**src/rtl/can_irq_pkg.sv**
```systemverilog
package can_irq_pkg;
  localparam int IE_W         = 32;
  localparam int N_MBOX       = 3;
  localparam int PEND_W       = 2;
  localparam int LEC_W        = 3;
  localparam int LEC_LO       = 1;
  localparam int LEC_HI       = 6;
  localparam int N_FIFO       = 2;

  // enable bit positions
  localparam int IE_TX        = 0;
  localparam int IE_RX_BASE   = 4;
  localparam int IE_RX_STRIDE = 4;
  localparam int IE_RX_PEND   = 0;
  localparam int IE_RX_FULL   = 1;
  localparam int IE_RX_OVR    = 2;
  localparam int IE_WARN      = 12;
  localparam int IE_PASS      = 13;
  localparam int IE_BOFF      = 14;
  localparam int IE_LEC       = 15;
  localparam int IE_ERR       = 20;
  localparam int IE_WAKE      = 24;
  localparam int IE_SLACK     = 25;

  typedef struct packed {
    logic pend_en;
    logic full_en;
    logic ovr_en;
  } rx_en_t;

  typedef struct packed {
    logic warn_en;
    logic pass_en;
    logic boff_en;
    logic lec_en;
  } err_en_t;
endpackage

```
**src/rtl/can_irq_tx_gate.sv**
```systemverilog
module can_irq_tx_gate #(
  parameter int N_MBOX = 3
) (
  input  logic              en,
  input  logic [N_MBOX-1:0] done,
  output logic              req
);
  always_comb req = en & (|done);
endmodule

```
**src/rtl/can_irq_fifo_gate.sv**
```systemverilog
module can_irq_fifo_gate
  import can_irq_pkg::*;
#(
  parameter int PW = 2
) (
  input  rx_en_t        en,
  input  logic [PW-1:0] pend,
  input  logic          full,
  input  logic          ovr,
  output logic          req
);
  logic pend_hit;
  always_comb begin
    pend_hit = (pend != '0);
    req      = (en.pend_en & pend_hit) | (en.full_en & full) | (en.ovr_en & ovr);
  end
endmodule

```
**src/rtl/can_irq_sce.sv**
```systemverilog
module can_irq_sce
  import can_irq_pkg::*;
#(
  parameter int LW = 3,
  parameter int LO = 1,
  parameter int HI = 6
) (
  input  logic          clk,
  input  logic          rst_n,
  input  err_en_t       en,
  input  logic          err_gate,
  input  logic          wake_en,
  input  logic          slack_en,
  input  logic          warn,
  input  logic          pass,
  input  logic          boff,
  input  logic [LW-1:0] lec,
  input  logic          wake_evt,
  input  logic          slack_evt,
  input  logic          err_clr,
  input  logic          wake_clr,
  input  logic          slack_clr,
  output logic          err_flag,
  output logic          wake_flag,
  output logic          slack_flag,
  output logic          sce_req
);
  localparam logic [LW-1:0] LO_V = LW'(LO);
  localparam logic [LW-1:0] HI_V = LW'(HI);

  logic lec_hit, err_set;
  logic err_nxt, wake_nxt, slack_nxt;

  always_comb begin
    lec_hit   = (lec >= LO_V) && (lec <= HI_V);
    err_set   = (en.warn_en & warn) | (en.pass_en & pass) |
                (en.boff_en & boff) | (en.lec_en & lec_hit);
    err_nxt   = err_set   | (err_flag   & ~err_clr);
    wake_nxt  = wake_evt  | (wake_flag  & ~wake_clr);
    slack_nxt = slack_evt | (slack_flag & ~slack_clr);
    sce_req   = (err_gate & err_nxt) | (wake_en & wake_nxt) | (slack_en & slack_nxt);
  end

  always_ff @(posedge clk) begin
    if (!rst_n) begin
      err_flag   <= 1'b0;
      wake_flag  <= 1'b0;
      slack_flag <= 1'b0;
    end else begin
      err_flag   <= err_nxt;
      wake_flag  <= wake_nxt;
      slack_flag <= slack_nxt;
    end
  end
endmodule

```
**src/rtl/can_irq_agg.sv**
```systemverilog
module can_irq_agg
  import can_irq_pkg::*;
(
  input  logic              clk,
  input  logic              rst_n,
  input  logic [IE_W-1:0]   ie_word,
  input  logic [N_MBOX-1:0] tx_done,
  input  logic [PEND_W-1:0] rx0_pend,
  input  logic              rx0_full,
  input  logic              rx0_ovr,
  input  logic [PEND_W-1:0] rx1_pend,
  input  logic              rx1_full,
  input  logic              rx1_ovr,
  input  logic              err_warn,
  input  logic              err_pass,
  input  logic              bus_off,
  input  logic [LEC_W-1:0]  lec,
  input  logic              wake_evt,
  input  logic              slack_evt,
  input  logic              err_clr,
  input  logic              wake_clr,
  input  logic              slack_clr,
  output logic              err_flag,
  output logic              wake_flag,
  output logic              slack_flag,
  output logic              irq_tx,
  output logic              irq_rx0,
  output logic              irq_rx1,
  output logic              irq_sce
);
  logic [N_FIFO-1:0][PEND_W-1:0] pend_a;
  logic [N_FIFO-1:0]             full_a, ovr_a, rx_req;
  logic                          tx_req, sce_req;
  logic [N_FIFO-1:0]             irq_rx_q;
  logic                          ie_unused;
  err_en_t                       err_en;

  assign ie_unused = ^ie_word;

  assign pend_a = {rx1_pend, rx0_pend};
  assign full_a = {rx1_full, rx0_full};
  assign ovr_a  = {rx1_ovr,  rx0_ovr};

  can_irq_tx_gate #(.N_MBOX(N_MBOX)) u_tx (
    .en   (ie_word[IE_TX]),
    .done (tx_done),
    .req  (tx_req)
  );

  for (genvar gi = 0; gi < N_FIFO; gi++) begin : g_fifo
    localparam int BASE = IE_RX_BASE + gi * IE_RX_STRIDE;
    rx_en_t en_f;
    assign en_f.pend_en = ie_word[BASE + IE_RX_PEND];
    assign en_f.full_en = ie_word[BASE + IE_RX_FULL];
    assign en_f.ovr_en  = ie_word[BASE + IE_RX_OVR];
    can_irq_fifo_gate #(.PW(PEND_W)) u_gate (
      .en   (en_f),
      .pend (pend_a[gi]),
      .full (full_a[gi]),
      .ovr  (ovr_a[gi]),
      .req  (rx_req[gi])
    );
  end

  assign err_en.warn_en = ie_word[IE_WARN];
  assign err_en.pass_en = ie_word[IE_PASS];
  assign err_en.boff_en = ie_word[IE_BOFF];
  assign err_en.lec_en  = ie_word[IE_LEC];

  can_irq_sce #(.LW(LEC_W), .LO(LEC_LO), .HI(LEC_HI)) u_sce (
    .clk        (clk),
    .rst_n      (rst_n),
    .en         (err_en),
    .err_gate   (ie_word[IE_ERR]),
    .wake_en    (ie_word[IE_WAKE]),
    .slack_en   (ie_word[IE_SLACK]),
    .warn       (err_warn),
    .pass       (err_pass),
    .boff       (bus_off),
    .lec        (lec),
    .wake_evt   (wake_evt),
    .slack_evt  (slack_evt),
    .err_clr    (err_clr),
    .wake_clr   (wake_clr),
    .slack_clr  (slack_clr),
    .err_flag   (err_flag),
    .wake_flag  (wake_flag),
    .slack_flag (slack_flag),
    .sce_req    (sce_req)
  );

  always_ff @(posedge clk) begin
    if (!rst_n) begin
      irq_tx   <= 1'b0;
      irq_rx_q <= '0;
      irq_sce  <= 1'b0;
    end else begin
      irq_tx   <= tx_req;
      irq_rx_q <= rx_req;
      irq_sce  <= sce_req;
    end
  end

  assign irq_rx0 = irq_rx_q[0];
  assign irq_rx1 = irq_rx_q[1];
endmodule

```
**config.mk**
```make
export PLATFORM = sky130hd
export DESIGN_NAME = can_irq_agg
export DESIGN_NICKNAME = d
export VERILOG_FILES = /design/src/rtl/can_irq_pkg.sv /design/src/rtl/can_irq_tx_gate.sv /design/src/rtl/can_irq_fifo_gate.sv /design/src/rtl/can_irq_sce.sv /design/src/rtl/can_irq_agg.sv
export SDC_FILE = /design/constraint.sdc
export NUM_CORES = 1
export LEC_CHECK = 0
export BUFFER_PORTS_ARGS = -buffer_cell sky130_fd_sc_hd__buf_2
export CORE_MARGIN = 1
export CORE_UTILIZATION = 21
export CTS_BUF_LIST = sky130_fd_sc_hd__clkbuf_16
export CTS_CLUSTER_SIZE = 8
export DETAILED_ROUTE_END_ITERATION = 10
export GPL_ROUTABILITY_DRIVEN = 0
export PLACE_DENSITY = 0.74
export SLEW_MARGIN = 15
export SYNTH_ARGS = -nofsm -noshare
export SYNTH_HDL_FRONTEND = slang
export SYNTH_SLANG_ARGS = --single-unit
```
**constraint.sdc**
```tcl
create_clock -name clk -period 1.1 [get_ports clk]
set_input_delay 0.055 -clock clk [delete_from_list [all_inputs] [get_ports clk]]
set_output_delay 0.055 -clock clk [all_outputs]
set_load 0.05 [all_outputs]
```
==> impl_metrics.py, run 1 <==
metrics = {
    "critical_path": {
        "arrival_ns": 1.10,
        "regToRegSetupSlack_ns": 0.1,
        "critPathRequiredTime_ns": 1.20,
        "cp-end-kind": "flip-flop",
        "critical_path_class": "flip-flop to flip-flop",
        "cp_max_fo": 2,
        "crit_chain": "nor2b_1 -> o21a_1 -> a22oi_1 -> o21ai_1",
        "cpPeakStageDelay_ns": 0.30,
        "rr_worst_depth": 4,
        "critPathTopFamily": "compound AO/OA/AOI/OAI gates",
        "critPathLaunch": "u_sce.slack_flag",
        "rr_startpoint": "u_sce.slack_flag",
        "critical_path_buf_inv_count": 0,
        "slowest_stage": "dfxtp_2",
        "critical_path.startpoint_type": "flip-flop",
        "r2r-end": "irq_sce",
    },
    "drt": {
        "routedWlPerCell_um": 8.76,
        "top_layer_used": "met3",
        "routed_wl_um": 797,
        "route.met3.wl_um": 98,
        "drt_iter0_drc": 1,
        "dr_wl_met2_um": 405,
        "via_per_inst": 4.52,
        "postRouteAntennaNets": 0,
        "drt-pass1-iter-count": 2,
        "vias": 411,
        "met1Wirelength_um": 293,
        "drc": 0,
    },
    "run_status": {
        "status": "finished, final reports clean",
    },
    "floorplanning": {
        "pin_count": 63,
        "design.core.area_sq_um": 1170,
        "fp.dieH_um": 38.5,
        "start_util": 0.239,
        "die-area_sq_um": 1480,
        "rows": 12,
        "die_x_um": 38.5,
    },
    "sta": {
        "setup_tns_ns": 0,
        "finClkSkew_ns": 0.00109,
        "slew_violations": 0,
        "fmax_mhz": 999,
        "finalHoldViolations": 0,
        "period_share": 0.910,
        "grt_setup_unrepaired": "false",
        "relSlewSlack": 0.833,
        "tightest_slew_ns": 0.253,
        "finalCriticalPeriod_ns": 1.00,
        "setup_violations": 0,
    },
    "cts": {
        "clk_pin_slew_ns": 0.04,
        "root_buffer": "clkbuf_16",
        "cts_tree": "yes",
        "clk_latency_ns": 0.22,
        "cts_setup_buffers": 0,
        "numCtsBuffers": 3,
        "h-tree-depth": 1,
        "cts_sinks": 7,
        "cts_resized": 0,
        "postCtsHoldBufs": 0,
        "clockBufferDepth": 2,
    },
    "grt": {
        "antenna_found_initial": 0,
        "grt.overflow.total": 0,
        "grt_pass1_wl_um": 1250,
        "grt_max_degree": 8,
        "grt_pass1_vias": 350,
        "track_usage": 0.128,
    },
    "pwr": {
        "pwr_density_cell_nw_per_um2": 1780,
        "power_leakage_nw": 0.325,
        "ir_drop_mv": 1.32,
        "total_power_mw": 1.07,
    },
    "synth": {
        "synthCells": 29,
        "avgSynthCellArea_sq_um": 9.66,
        "ys_seq_elements": 7,
        "syn_nets": 85,
        "yosysSeqAreaShare": 0.500,
        "netlist_area_sq_um": 280,
        "yosysWarnings": 0,
        "ys_types": 13,
    },
    "layout": {
        "n_antenna_cell": 0,
        "area_delta_synth_final_pct": 114,
        "multi_input_area_sq_um": 140,
        "area.sequential_sq_um": 143,
        "n_fill_cell": 123,
        "final_nets": 134,
        "drive_above_1_share": 0.636,
        "utilization": 0.512,
    },
    "placement": {
        "port_buffers": 44,
    },
    "worst_hold_path": {
        "worstHoldPathCells": 2,
        "min_to": "u_sce.wake_flag",
        "hold_path_class": "primary input to flip-flop",
        "hold_start": "wake_evt",
    },
    "run": {
        "drv_cap": 0,
    },
}
==> metrics by stage <==
| stage | worst slack (ns) | instances | area (sq um) | hold WS [ns] |
|---|---|---|---|---|
| after global placement | 0.0952 | 87 | 520 | 0.289 |
| final | 0.0995 | 91 | 599 | 0.0667 |
| after CTS | 0.0864 | 91 | 599 | 0.0651 |
| after global routing | 0.000725 | 91 | 599 | 0.0643 |
| after floorplan | 0.0399 | 29 | 283 | 0.183 |
| after detailed placement | 0.0947 | 87 | 520 | 0.293 |
==> cells by family after synthesis <==
kind of cell	count (synthesis)	synth area share
AND/OR/NAND/NOR	9	0.174
flip-flops	7	0.500
AO/OA/AOI/OAI	13	0.326
==> worst register-to-register path: cells and delay by family (launching register included) <==
| family | cells | cell delay, ns |
|---|---|---|
| simple gates | 1 | 0.12 |
| compound gates | 3 | 0.46 |
| flops | 1 | 0.30 |
==> cell usage in the layout (no fill, tap or decap) <==
| cell type | Yosys | layout |
|---|---|---|
| o311a_1 | 1 | 1 |
| or3_1 | 1 | 1 |
| a21boi_0 | 2 | 2 |
| o21ai_1 | 1 | 1 |
| inv_1 | 0 | 1 |
| a31oi_1 | 1 | 1 |
| a22oi_1 | 4 | 4 |
| clkbuf_16 | 0 | 3 |
| dfxtp_1 | 7 | 5 |
| nand3_1 | 2 | 2 |
| o21a_1 | 2 | 2 |
| o21ai_0 | 2 | 2 |
| dfxtp_2 | 0 | 2 |
| buf_2 | 0 | 44 |
| nand2_1 | 2 | 2 |
| nor2b_1 | 3 | 3 |
| nand2b_1 | 1 | 1 |
==> sequential cells by signal (all words and copies together) (netlist names) <==
name and flops:
irq_rx_q 2, u_sce.wake_flag 1, u_sce.slack_flag 1, u_sce.err_flag 1, irq_tx 1, irq_sce 1
==> layout make-up <==
type / count / share of cell area
well taps: 14 / 0.0292
clock buffers: 3 / 0.125
multi-input cells: 22 / 0.234
repair buffers: 44 / 0.367
flip-flops and latches: 7 / 0.238
clock inverters: 1 / 0.00626
==> cell usage after synthesis <==
cell type,number,share of area
o21ai_0,2,0.036
or3_1,1,0.022
nand2_1,2,0.027
o21a_1,2,0.054
nand3_1,2,0.036
a21boi_0,2,0.054
a22oi_1,4,0.11
dfxtp_1,7,0.50
a31oi_1,1,0.022
nor2b_1,3,0.067
o21ai_1,1,0.018
o311a_1,1,0.036
nand2b_1,1,0.022
==> worst max path at each step <==
stage | depth (start not counted) | end
after floorplan | 4 | irq_sce
after global placement | 4 | irq_sce
after detailed placement | 4 | irq_sce
after CTS | 4 | irq_sce
after global routing | 4 | irq_sce
final | 4 | irq_sce
==> routing by layer <==
metal | up-vias | track usage
li1 | 205 | -
met3 | 0 | 0.0930
met2 | 29 | 0.233
met4 | 0 | 0.0259
met5 | - | 0
met1 | 177 | 0.112
==> power by group <==
part / internal (mW) / switching (mW)
Clock: 0.471 / 0.122
Sequential: 0.276 / 0.00507
Combinational: 0.0804 / 0.111
Total: 0.828 / 0.237
(Power assumes the default switching activity.)
==> run 2, diff against run 1 <==
--- a/config.mk
+++ b/config.mk
@@ -6,14 +6,16 @@
 export NUM_CORES = 1
 export LEC_CHECK = 0
 export BUFFER_PORTS_ARGS = -buffer_cell sky130_fd_sc_hd__buf_2
+export CELL_PAD_IN_SITES_DETAIL_PLACEMENT = 0
+export CELL_PAD_IN_SITES_GLOBAL_PLACEMENT = 1
+export CORE_ASPECT_RATIO = 1.2
 export CORE_MARGIN = 1
-export CORE_UTILIZATION = 21
+export CORE_UTILIZATION = 11
 export CTS_BUF_LIST = sky130_fd_sc_hd__clkbuf_16
 export CTS_CLUSTER_SIZE = 8
 export DETAILED_ROUTE_END_ITERATION = 10
 export GPL_ROUTABILITY_DRIVEN = 0
-export PLACE_DENSITY = 0.74
-export SLEW_MARGIN = 15
+export PLACE_DENSITY_LB_ADDON = 0.1
 export SYNTH_ARGS = -nofsm -noshare
 export SYNTH_HDL_FRONTEND = slang
 export SYNTH_SLANG_ARGS = --single-unit
==> run 2 against run 1 <==
Against the previous run: first-iteration DRC count grew 100%; via count decreased by 1.5%; global-route usage down 6.2 points; register-to-register slack improved by 0.02 ns; worst hold slack worse by 0.0061 ns; sequential share of layout area down 0.82 points; critical path depth unchanged; sequential power is essentially flat; cell area up 3.5%; flip-flop and latch count stayed put; critical path type unchanged; largest cell class unchanged; highest routed layer is now met4.
==> impl_metrics.py, run 2 (same netlist as run 1, synthesis figures left out) <==
metrics = {
    "placement": {
        "hpwl_um": 741,
        "place_inst": 104,
        "port_buffers": 44,
    },
    "grt": {
        "antenna_found_initial": 0,
        "grt.overflow.total": 0,
        "grt_max_degree": 8,
        "grt_pass1_wl_um": 1190,
        "track_usage": 0.0663,
        "grt_pass1_vias": 318,
    },
    "cts": {
        "root_buffer": "clkbuf_16",
        "postCtsHoldBufs": 0,
        "cts_resized": 0,
        "clk_pin_slew_ns": 0.04,
        "cts_tree": "yes",
        "clk_latency_ns": 0.23,
        "h-tree-depth": 1,
        "clockBufferDepth": 2,
        "numCtsBuffers": 3,
        "cts_sinks": 7,
        "cts_setup_buffers": 0,
    },
    "worst_hold_path": {
        "hold_path_class": "primary input to flip-flop",
        "hold_start": "tx_done[2]",
        "worstHoldPathCells": 2,
        "min_to": "irq_tx",
    },
    "critical_path": {
        "regToRegSetupSlack_ns": 0.12,
        "r2r-end": "irq_sce",
        "cp_max_fo": 2,
        "critical_path_class": "flip-flop to flip-flop",
        "cp-end-kind": "flip-flop",
        "critical_path.startpoint_type": "flip-flop",
        "arrival_ns": 1.09,
        "critPathRequiredTime_ns": 1.21,
        "rr_startpoint": "u_sce.slack_flag",
        "rr_worst_depth": 4,
    },
    "layout": {
        "area_delta_synth_final_pct": 121,
        "largest_reg_flops": 2,
        "final_cell_mix": "buf_2 (44), dfxtp_1 (5), a22oi_1 (4)",
        "top_register": "irq_rx_q",
        "fin_cells": 108,
        "final_nets": 134,
        "drive_above_1_share": 0.636,
        "n_antenna_cell": 0,
        "utilization": 0.264,
        "final_common_cell": "buf_2",
        "n_fill_cell": 256,
    },
    "pwr": {
        "pwr_density_cell_nw_per_um2": 1750,
        "ir_drop_mv": 0.610,
        "power_leakage_nw": 0.325,
    },
    "drt": {
        "drc": 0,
        "routed_wl_um": 880,
        "vias": 405,
        "postRouteAntennaNets": 0,
        "routedWlPerCell_um": 8.15,
        "drt-pass1-iter-count": 2,
        "drt_iter0_drc": 2,
        "via_per_inst": 3.75,
    },
    "sta": {
        "relSlewSlack": 0.832,
        "finClkSkew_ns": 0.00172,
        "setup_violations": 0,
        "slew_violations": 0,
        "period_share": 0.892,
        "finalCriticalPeriod_ns": 0.981,
        "tightest_slew_ns": 0.254,
        "grt_setup_unrepaired": "false",
        "setup_tns_ns": 0,
        "fmax_mhz": 1020,
        "finalHoldViolations": 0,
    },
    "floorplanning": {
        "design.core.area_sq_um": 2350,
        "die-area_sq_um": 2750,
        "pin_count": 63,
        "die_x_um": 48.1,
        "rows": 19,
        "fp.dieH_um": 57.3,
        "start_util": 0.119,
    },
    "run": {
        "drv_cap": 0,
    },
    "run_status": {
        "status": "finished, final reports clean",
    },
}
==> run 2: cell counts in the layout (fill, tap and decap cells not counted) <==
No cell type changed its count.
==> run 2: layout make-up <==
class,count,area [sq um],share of cell area
Tap cell,31,38.8,0.0625
Sequential cell,7,143,0.230
Multi-Input combinational cell,22,140,0.226
Timing Repair Buffer,44,220,0.355
Clock buffer,3,75.1,0.121
Clock inverter,1,3.75,0.00605
==> run 2: report_power, final <==
part	switching, mW	internal [mW]	total, mW	leakage [nW]
Sequential	0.00507	0.276	0.281	0.0591
Clock	0.138	0.473	0.611	0.0423
Combinational	0.112	0.0804	0.192	0.224
Total	0.254	0.829	1.08	0.325
==> run 2: worst max path at each step <==
| stage | from | endpoint | cells after the start |
|---|---|---|---|
| final | u_sce.slack_flag | irq_sce | 4 |
| after global placement | u_sce.slack_flag | irq_sce | 4 |
| after global routing | u_sce.slack_flag | irq_sce | 4 |
| after CTS | u_sce.slack_flag | irq_sce | 4 |
| after detailed placement | u_sce.slack_flag | irq_sce | 4 |
| after floorplan | u_sce.slack_flag | irq_sce | 4 |
==> run 2: critical path: stages (launching register included) <==
cell,delay [ns]
dfxtp_2,0.31
nor2b_1,0.12
o21a_1,0.18
a22oi_1,0.18
o21ai_1,0.08
==> run 2: per-layer routing <==
metal	global-route usage	vias up	share of wire
met5	0	-	0
met4	0.0595	0	0.011
met3	0.0285	2	0.11
met2	0.0985	29	0.47
met1	0.0661	167	0.41
li1	-	207	-
==> run 2: through the flow <==
step / area [sq um] / hold slack, ns / power, mW / setup slack, ns
2_1_floorplan: 283 / 0.183 / 0.389 / 0.0399
3_3_place_gp: 542 / 0.300 / 0.480 / 0.107
3_5_place_dp: 542 / 0.297 / 0.480 / 0.105
4_1_cts: 621 / 0.0596 / 1.10 / 0.0927
5_1_grt: 621 / 0.0694 / 1.13 / 0.0688
6_report: 621 / 0.0606 / 1.08 / 0.119
==> run 3, diff against run 2 <==
--- a/config.mk
+++ b/config.mk
@@ -10,7 +10,7 @@
 export CELL_PAD_IN_SITES_GLOBAL_PLACEMENT = 1
 export CORE_ASPECT_RATIO = 1.2
 export CORE_MARGIN = 1
-export CORE_UTILIZATION = 11
+export CORE_UTILIZATION = 12
 export CTS_BUF_LIST = sky130_fd_sc_hd__clkbuf_16
 export CTS_CLUSTER_SIZE = 8
 export DETAILED_ROUTE_END_ITERATION = 10
@@ -18,4 +18,5 @@
 export PLACE_DENSITY_LB_ADDON = 0.1
 export SYNTH_ARGS = -nofsm -noshare
 export SYNTH_HDL_FRONTEND = slang
+export SYNTH_HIERARCHICAL = 1
 export SYNTH_SLANG_ARGS = --single-unit
==> run 3 against run 2 <==
Against the previous run: the flow now finishes with violations (setup timing); power shrank 0.10%; global-route usage shrank 0.053 points; first-iteration DRC count rose to 3.5 times the previous value; via count grew 4.0%; count of clock-buffer cells in the layout unchanged; register-to-register slack worse by 0.24 ns; flip-flop and latch count did not move; critical path depth is 1 higher; non-clock buffer count grew 1; critical path type unchanged.
==> impl_metrics.py, run 3 <==
metrics = {
    "run_status": {
        "status": "finished with violations",
        "violations": "setup timing",
    },
    "synth": {
        "syn_nets": 90,
        "yosysWarnings": 6,
        "synthCells": 34,
        "netlist_area_sq_um": 303,
        "synthArstFlopShare": 0,
        "synth.top_cells.by_count": "dfxtp_1 (7), and2_1 (5), a22oi_1 (3), nand3_1 (3), nor2b_1 (3)",
        "avgSynthCellArea_sq_um": 8.91,
        "synthTopCellsByArea": "dfxtp_1 (46%), and2_1 (10%), a22oi_1 (7.4%), nor2b_1 (6.2%), nand3_1 (5.0%)",
        "ys_types": 14,
        "netlist.top_cell.by_area": "dfxtp_1",
        "synth_flop_cell": "dfxtp_1",
        "yosysSeqAreaShare": 0.463,
        "synth_edf_count": 0,
        "ys_seq_elements": 7,
        "synth_top_area_frac": 0.463,
        "post-synth-top-count-cell": "dfxtp_1",
    },
    "layout": {
        "stdcell_area_sq_um": 653,
        "final_cell_mix": "buf_2 (44), dfxtp_1 (6), and2_1 (5)",
        "top_register": "irq_rx_q",
        "final_nets": 140,
        "drive_above_1_share": 0.602,
        "n_antenna_cell": 0,
        "largest_reg_flops": 2,
        "area_delta_synth_final_pct": 116,
        "n_fill_cell": 272,
        "final_common_cell": "buf_2",
        "utilization": 0.280,
    },
    "cts": {
        "clk_latency_ns": 0.23,
        "cts_sinks": 7,
        "cts_tree": "yes",
        "clockBufferDepth": 2,
        "clk_pin_slew_ns": 0.04,
        "h-tree-depth": 1,
        "numCtsBuffers": 3,
        "root_buffer": "clkbuf_16",
        "postCtsHoldBufs": 0,
    },
    "sta": {
        "fmax_mhz": 817,
        "tightest_slew_ns": 0.253,
        "grt_setup_unrepaired": "true",
        "period_share": 1.11,
        "finalCriticalPeriod_ns": 1.22,
        "finClkSkew_ns": 0.000626,
        "relSlewSlack": 0.832,
        "holdWs_ns": 0.0770,
        "slew_violations": 0,
        "finalHoldViolations": 0,
        "setup_ws_ns": -0.124,
        "setup_violations": 1,
    },
    "critical_path": {
        "arrival_ns": 1.34,
        "cp_max_fo": 2,
        "critPathRequiredTime_ns": 1.22,
        "critical_path.startpoint_type": "flip-flop",
        "cp-end-kind": "flip-flop",
        "critical_path_class": "flip-flop to flip-flop",
    },
    "floorplanning": {
        "rows": 19,
        "die_x_um": 47.9,
        "die-area_sq_um": 2730,
        "design.core.area_sq_um": 2330,
        "pin_count": 63,
        "fp.dieH_um": 57.0,
        "start_util": 0.130,
    },
    "drt": {
        "vias": 421,
        "drc": 0,
        "routedWlPerCell_um": 7.89,
        "via_per_inst": 3.69,
        "postRouteAntennaNets": 0,
        "routed_wl_um": 899,
        "drt-pass1-iter-count": 2,
        "drt_iter0_drc": 7,
    },
    "placement": {
        "place_ws_ns": -0.184,
        "hpwl_um": 775,
        "port_buffers": 44,
        "placed_cell_area_sq_um": 566,
    },
    "grt": {
        "grt_max_degree": 8,
        "grt.overflow.total": 0,
        "grt_pass1_vias": 326,
        "track_usage": 0.0657,
        "grt_pass1_wl_um": 1130,
        "antenna_found_initial": 0,
    },
    "run": {
        "drv_cap": 0,
    },
    "pwr": {
        "pwr_density_cell_nw_per_um2": 1660,
        "power_leakage_nw": 0.355,
        "ir_drop_mv": 0.475,
    },
    "worst_hold_path": {
        "hold_path_class": "primary input to flip-flop",
    },
}
-- run 3: cell types whose count changed in the layout (fill, tap and decap cells not counted), moves of 2 or more --
cell,before,now
o21a_1,2,0
a21oi_1,0,2
dfxtp_2,2,0
a21boi_0,2,0
inv_1,1,3
and2_1,0,5
-- run 3: routing by layer --
layer  routed length [um]  part of all wire  vias up  global-route usage
li1                     -                 -      220                   -
met1                  357              0.40      167              0.0566
met2                  426              0.47       34               0.100
met3                  115              0.13        0              0.0380
met4                    0                 0        0              0.0595
met5                    0                 0        -                   0
-- run 3: final cells by class --
| class | count | area (sq um) | share of cell area |
|---|---|---|---|
| Clock buffer | 3 | 75.1 | 0.115 |
| Clock inverter | 1 | 3.75 | 0.00575 |
| Inverter | 2 | 7.51 | 0.0115 |
| Multi-Input combinational cell | 25 | 156 | 0.239 |
| Sequential cell | 7 | 144 | 0.220 |
| Tap cell | 31 | 38.8 | 0.0594 |
| Timing Repair Buffer | 45 | 228 | 0.349 |
-- run 3: kinds of logic (layout without fill, tap and decap cells) --
family	Yosys count	in the layout	share of synthesized area
and+or+nand+nor	15	15	0.285
AOI/OAI and AO/OA	10	10	0.227
DFF	7	7	0.463
buffers and inverters	2	51	0.0248
-- run 3: path summary, 6_finish.rpt --
| path | start | slack, ns | endpoint | depth (start not counted) |
|---|---|---|---|---|
| worst max register to register | u_sce/err_flag | -0.12 | irq_sce | 5 |
| worst max-delay path | u_sce/err_flag | -0.12 | irq_sce | 5 |
| worst min-delay path | wake_evt | 0.08 | u_sce/wake_flag | 3 |
| worst min register to register | u_sce/wake_flag | 0.52 | u_sce/wake_flag | 2 |
-- run 3: power by group --
| part | switching, mW | internal [mW] |
|---|---|---|
| Sequential | 0.00568 | 0.274 |
| Clock | 0.129 | 0.472 |
| Combinational | 0.110 | 0.0912 |
-- run 3: critical path, stage by stage, from the launching register on --
cell,delay (ns)
dfxtp_4,0.33
nor2b_1,0.12
a21oi_1,0.11
nand3_1,0.11
a221o_1,0.32
and2_1,0.13
-- run 3: what timing repair did --
action / CTS / global route
pin swaps: 1 / 0
setup endpoints to repair: 1 / 1
setup buffers: 1 / 0
gates resized for setup: 1 / 0
-- run 3: per-stage QoR --
stage | std cells | power (mW) | TNS [ns]
after floorplan | 34 | 0.392 | -0.150
after global placement | 109 | 0.481 | -0.152
after detailed placement | 109 | 0.483 | -0.184
after CTS | 114 | 1.10 | -0.147
after global routing | 114 | 1.13 | -0.186
final | 114 | 1.08 | -0.124
